$ cat config.mk
export PLATFORM = sky130hd
export DESIGN_NAME = iack_vector_seq
export DESIGN_NICKNAME = d
export VERILOG_FILES = /design/src/rtl/iack_seq_pkg.sv /design/src/rtl/iack_pulse_counter.sv /design/src/rtl/iack_byte_mux.sv /design/src/rtl/iack_vector_seq.sv
export SDC_FILE = /design/constraint.sdc
export NUM_CORES = 1
export LEC_CHECK = 0
export BUFFER_PORTS_ARGS = -buffer_cell sky130_fd_sc_hd__buf_2
export CAP_MARGIN = 20
export CORE_MARGIN = 3
export CORE_UTILIZATION = 49
export CTS_CLUSTER_SIZE = 20
export DETAILED_ROUTE_END_ITERATION = 10
export PLACE_DENSITY = 0.9
export SLEW_MARGIN = 20
export SYNTH_ARGS = -nofsm -noshare
export SYNTH_HDL_FRONTEND = slang
export SYNTH_SLANG_ARGS = --single-unit
$ cat constraint.sdc
create_clock -name clk -period 4.9 [get_ports clk]
set_clock_uncertainty 0.2 [all_clocks]
set_input_delay 0.245 -clock clk [delete_from_list [all_inputs] [get_ports clk]]
set_output_delay 0.245 -clock clk [all_outputs]
set_load 0.1 [all_outputs]
$ cat src/rtl/iack_seq_pkg.sv
package iack_seq_pkg;
  localparam int BYTE_W   = 8;
  localparam int LVL_W    = 3;
  localparam int PBASE_W  = BYTE_W - LVL_W;
  localparam logic [BYTE_W-1:0] CALL_OPCODE = 8'hCD;

  typedef enum logic [1:0] {
    PULSE_FIRST  = 2'd0,
    PULSE_SECOND = 2'd1,
    PULSE_THIRD  = 2'd2
  } pulse_e;

  // low address byte of the call form; interval picks the level offset
  function automatic logic [BYTE_W-1:0] low_addr_byte(
    input logic             iv4,
    input logic [2:0]       prog,
    input logic [LVL_W-1:0] lvl
  );
    if (iv4) return {prog, lvl, 2'b00};
    else     return {prog[2:1], lvl, 3'b000};
  endfunction
endpackage

$ cat src/rtl/iack_pulse_counter.sv
module iack_pulse_counter
  import iack_seq_pkg::*;
(
  input  logic   clk,
  input  logic   rst_n,
  input  logic   ack,
  input  logic   init,
  input  logic   mode8,
  output pulse_e idx,
  output logic   isr_now,
  output logic   last_now
);
  pulse_e idx_q;

  assign idx = idx_q;

  always_comb begin
    if (mode8) begin
      isr_now  = (idx_q == PULSE_FIRST);
      last_now = (idx_q == PULSE_THIRD);
    end else begin
      isr_now  = (idx_q != PULSE_FIRST);
      last_now = (idx_q != PULSE_FIRST);
    end
  end

  always_ff @(posedge clk) begin
    if (!rst_n)      idx_q <= PULSE_FIRST;
    else if (init)   idx_q <= PULSE_FIRST;
    else if (ack) begin
      if (last_now)  idx_q <= PULSE_FIRST;
      else           idx_q <= pulse_e'(idx_q + 2'd1);
    end
  end
endmodule

$ cat src/rtl/iack_byte_mux.sv
module iack_byte_mux
  import iack_seq_pkg::*;
(
  input  pulse_e              idx,
  input  logic                mode8,
  input  logic                iv4,
  input  logic [LVL_W-1:0]    lvl,
  input  logic [2:0]          lo_bits,
  input  logic [BYTE_W-1:0]   hi_byte,
  input  logic [PBASE_W-1:0]  pbase,
  output logic [BYTE_W-1:0]   byte_o,
  output logic                drive_o
);
  always_comb begin
    byte_o  = '0;
    drive_o = 1'b1;
    if (mode8) begin
      case (idx)
        PULSE_FIRST:  byte_o = CALL_OPCODE;
        PULSE_SECOND: byte_o = low_addr_byte(iv4, lo_bits, lvl);
        default:      byte_o = hi_byte;
      endcase
    end else if (idx == PULSE_FIRST) begin
      drive_o = 1'b0;
    end else begin
      byte_o = {pbase, lvl};
    end
  end
endmodule

$ cat src/rtl/iack_vector_seq.sv
module iack_vector_seq
  import iack_seq_pkg::*;
(
  input  logic              clk,
  input  logic              rst_n,
  input  logic              ack_pulse,
  input  logic              init_start,
  input  logic              mode_8bit,
  input  logic              intv4,
  input  logic [2:0]        level,
  input  logic [2:0]        vec_lo_bits,
  input  logic [7:0]        vec_hi_byte,
  input  logic [4:0]        ptr_base,
  output logic [7:0]        data_out,
  output logic              data_oe,
  output logic              set_isr,
  output logic              last_pulse
);
  pulse_e             idx;
  logic               isr_now, last_now, drive;
  logic [LVL_W-1:0]   lvl_q, lvl_use;
  logic [BYTE_W-1:0]  byte_c;
  logic               fire;

  assign fire = ack_pulse & ~init_start;

  iack_pulse_counter u_cnt (
    .clk(clk), .rst_n(rst_n), .ack(ack_pulse), .init(init_start),
    .mode8(mode_8bit), .idx(idx), .isr_now(isr_now), .last_now(last_now)
  );

  // level is frozen on the in-service pulse and reused afterwards
  assign lvl_use = isr_now ? level : lvl_q;

  always_ff @(posedge clk) begin
    if (!rst_n)              lvl_q <= '0;
    else if (fire && isr_now) lvl_q <= level;
  end

  iack_byte_mux u_mux (
    .idx(idx), .mode8(mode_8bit), .iv4(intv4), .lvl(lvl_use),
    .lo_bits(vec_lo_bits), .hi_byte(vec_hi_byte), .pbase(ptr_base),
    .byte_o(byte_c), .drive_o(drive)
  );

  always_ff @(posedge clk) begin
    if (!rst_n) begin
      data_out   <= '0;
      data_oe    <= 1'b0;
      set_isr    <= 1'b0;
      last_pulse <= 1'b0;
    end else begin
      data_oe    <= fire & drive;
      data_out   <= (fire & drive) ? byte_c : '0;
      set_isr    <= fire & isr_now;
      last_pulse <= fire & last_now;
    end
  end
endmodule

==> flow_metrics.env <==
export IMPL_ys_types=27
export IMPL_postRouteAntennaNets=0
export IMPL_diodes=0
export IMPL_final_cells=142
export IMPL_hold_start="rst_n"
export IMPL_p_total_mw=0.259
export IMPL_swShare=0.296
export IMPL_arrival_ns=2.27
export IMPL_clock_power_share=0.267
export IMPL_cts_sinks=16
export IMPL_cts_buffers=3
export IMPL_dr_pass1_iters=4
export IMPL_status="finished, final reports clean"
export IMPL_seqPwrFrac=0.520
export IMPL_portBuffers=35
export IMPL_path_max_fanout=7
export IMPL_r2r_end="data_out[2]"
export IMPL_grt_pass1_wl_mm=2.74
export IMPL_cts_tree="yes"
export IMPL_critical_path_endpoint_type="flip-flop"
export IMPL_report_final_slew_viol_count=0
export IMPL_grt_overflow_total=0
export IMPL_fin_crit_ns=2.30
export IMPL_clk_path_buf_depth=2
export IMPL_io_pins=36
export IMPL_criticalPathCategory="reg2reg"
export IMPL_cts_resized_gates=0
export IMPL_placedCellCount=139
export IMPL_drv_cap=0
export IMPL_min_to="lvl_q[0]"
export IMPL_yosysWarnings=0
export IMPL_pwr_share_comb=0.213
export IMPL_row_count=14
export IMPL_slew_headroom=0.677
export IMPL_whs_ns=0.0103
export IMPL_first_iter_violations=15
export IMPL_drc_errors=0
export IMPL_clock_fmax_ghz=0.434
export IMPL_htree_num_levels=1
export IMPL_ys_seq_area_frac=0.393
export IMPL_finalCritPeriodShare=0.470
export IMPL_via_count=783
export IMPL_rsz0062_at_grt="false"
export IMPL_hold_viol_final=0
export IMPL_syn_nets=119
export IMPL_wl_per_cell_um=13.0
export IMPL_final_layout_size_suffix_gt1_frac=0.349
export IMPL_tightestPinTransition_ns=0.488
export IMPL_gr_usage_all_layers=0.178
export IMPL_worst_r2r_startpoint="u_cnt.idx[0]"
export IMPL_clk_pin_slew_ns=0.09
export IMPL_drt_wl_total_mm=1.84
export IMPL_reg2reg_slack_ns=2.60
export IMPL_synthCells=91
export IMPL_postCtsSetupRepairBufs=0
export IMPL_p_per_area_nw_per_um2=256
export IMPL_peakVddDrop_uv=151
export IMPL_start_kind="flip-flop"
export IMPL_via_per_inst=5.51
export IMPL_reg2regPathDepth=6
export IMPL_min_path_type="in2reg"
export IMPL_ctsHoldBuffers=0
export IMPL_clk_latency_ns=0.29
export IMPL_grt_antenna_before_repair=0
export IMPL_area_growth_pct=24.3
export IMPL_start_util=0.528
export IMPL_grt_max_degree=16
export IMPL_setup_tns_ns=0
export IMPL_switchingPower_mw=0.0766
export IMPL_syn_area_um2=815
export IMPL_setup_violations=0
export IMPL_power_leakage_nw=0.469
export IMPL_grt_pass1_vias=664
export IMPL_intPower_mw=0.182
export IMPL_ys_seq_elements=16
export IMPL_place_congestion=0.799
export IMPL_core_area_um2=1540
export IMPL_hpwlAfterDp_mm=1.41
export IMPL_hold_depth=2
export IMPL_fp_dieW_um=46.8
export IMPL_crit_required_ns=4.86
export IMPL_synth_avg_cell_area_um2=8.95
export IMPL_die_area_um2=2190
export IMPL_die_h_um=46.8
export IMPL_cts_root_buf="clkbuf_4"
export IMPL_nets=156
cells in the final DEF (no fill, tap or decap):
master and instances:
buf_2 35, dfxtp_1 16, nor2b_1 10, a21oi_1 9
inv_1 7, nand2_1 5, a211oi_1 4, nor2_1 4
mux2_2 3, nand3_1 3, nand3b_1 3, nor3_1 3
mux2i_1 3, ha_1 3, clkbuf_4 3, o21ai_0 2
a311oi_2 2, a311oi_1 2, nand2b_1 2, or2_1 1
a221oi_1 1, nor3b_1 1, a32oi_1 1, inv_2 1
and4_1 1, a41oi_1 1
power by group through the flow:
stage	combinational, mW	sequential, mW	clock (mW)
global route	0.0597	0.135	0.0755
floorplan	0.0256	0.150	0
finish	0.0551	0.135	0.0692
detailed placement	0.0547	0.138	0
global placement	0.0534	0.138	0
CTS	0.0550	0.135	0.0697
sequential cells by signal (all words and copies together) (netlist names):
signal	cells
data_out	8
lvl_q	3
u_cnt.idx	2
data_oe	1
last_pulse	1
set_isr	1
cell type report:
class,instances,area (um2)
inverter,8,30.0
timing repair buffer,35,175
sequential,16,320
clock buffer,3,22.5
multi-input combinational,64,444
fill,136,529
tap,16,20.0
layer usage:
metal | wire, um | up-vias | track usage
met5 | 0 | - | 0
met4 | 42 | 0 | 0.0994
met3 | 117 | 5 | 0.0383
met2 | 956 | 29 | 0.298
met1 | 723 | 353 | 0.209
li1 | - | 396 | -
worst max-delay path by stage:
stage / slack [ns] / from / to
finish: 2.60 / u_cnt.idx[0] / data_out[2]
detailed placement: 2.63 / u_cnt.idx[0] / data_out[2]
global route: 2.46 / u_cnt.idx[0] / data_out[2]
CTS: 2.62 / u_cnt.idx[0] / data_out[2]
floorplan: 2.84 / u_cnt.idx[0] / data_out[2]
global placement: 2.76 / u_cnt.idx[0] / data_out[2]
worst max-delay path, stage by stage (launching register included):
cell and delay, ns:
dfxtp_1 0.43, inv_1 0.09, ha_1 0.28, ha_1 0.39, mux2_2 0.38, a311oi_1 0.31, nor3_1 0.09
synthesized netlist by cell type:
library cell	count	area, um2
nor2b_1	10	62.6
mux2i_1	3	30.0
a311oi_1	2	17.5
a41oi_1	1	8.76
mux2_2	3	33.8
buf_6	1	11.3
inv_2	1	3.75
nor3_1	3	15.0
nand2_1	5	18.8
buf_2	1	5.00
or2_1	1	6.26
o21ai_0	2	10.0
nor2_1	4	15.0
ha_1	3	37.5
dfxtp_1	16	320
a32oi_1	1	8.76
a21oi_1	9	45.0
nor3b_1	1	7.51
a311oi_2	2	30.0
a211oi_1	4	30.0
nand3b_1	3	22.5
nand2b_1	2	12.5
nand3_1	3	15.0
inv_1	7	26.3
and4_1	1	8.76
clkbuf_1	1	3.75
a221oi_1	1	8.76
kinds of logic after synthesis:
| logic type | synth area share |
|---|---|
| compound gates | 0.195 |
| fa+ha+maj | 0.0461 |
| simple gates | 0.226 |
| buf+inv | 0.0614 |
| flops | 0.393 |
| mux | 0.0783 |
stage by stage:
stage | cell area, um2 | util | worst slack [ns]
finish | 1010 | 0.657 | 2.60
global route | 1010 | 0.657 | 2.46
CTS | 1010 | 0.657 | 2.62
detailed placement | 990 | 0.642 | 2.63
global placement | 990 | 0.642 | 2.76
floorplan | 815 | - | 2.84
Note: power is estimated with default switching activity, not from simulation.
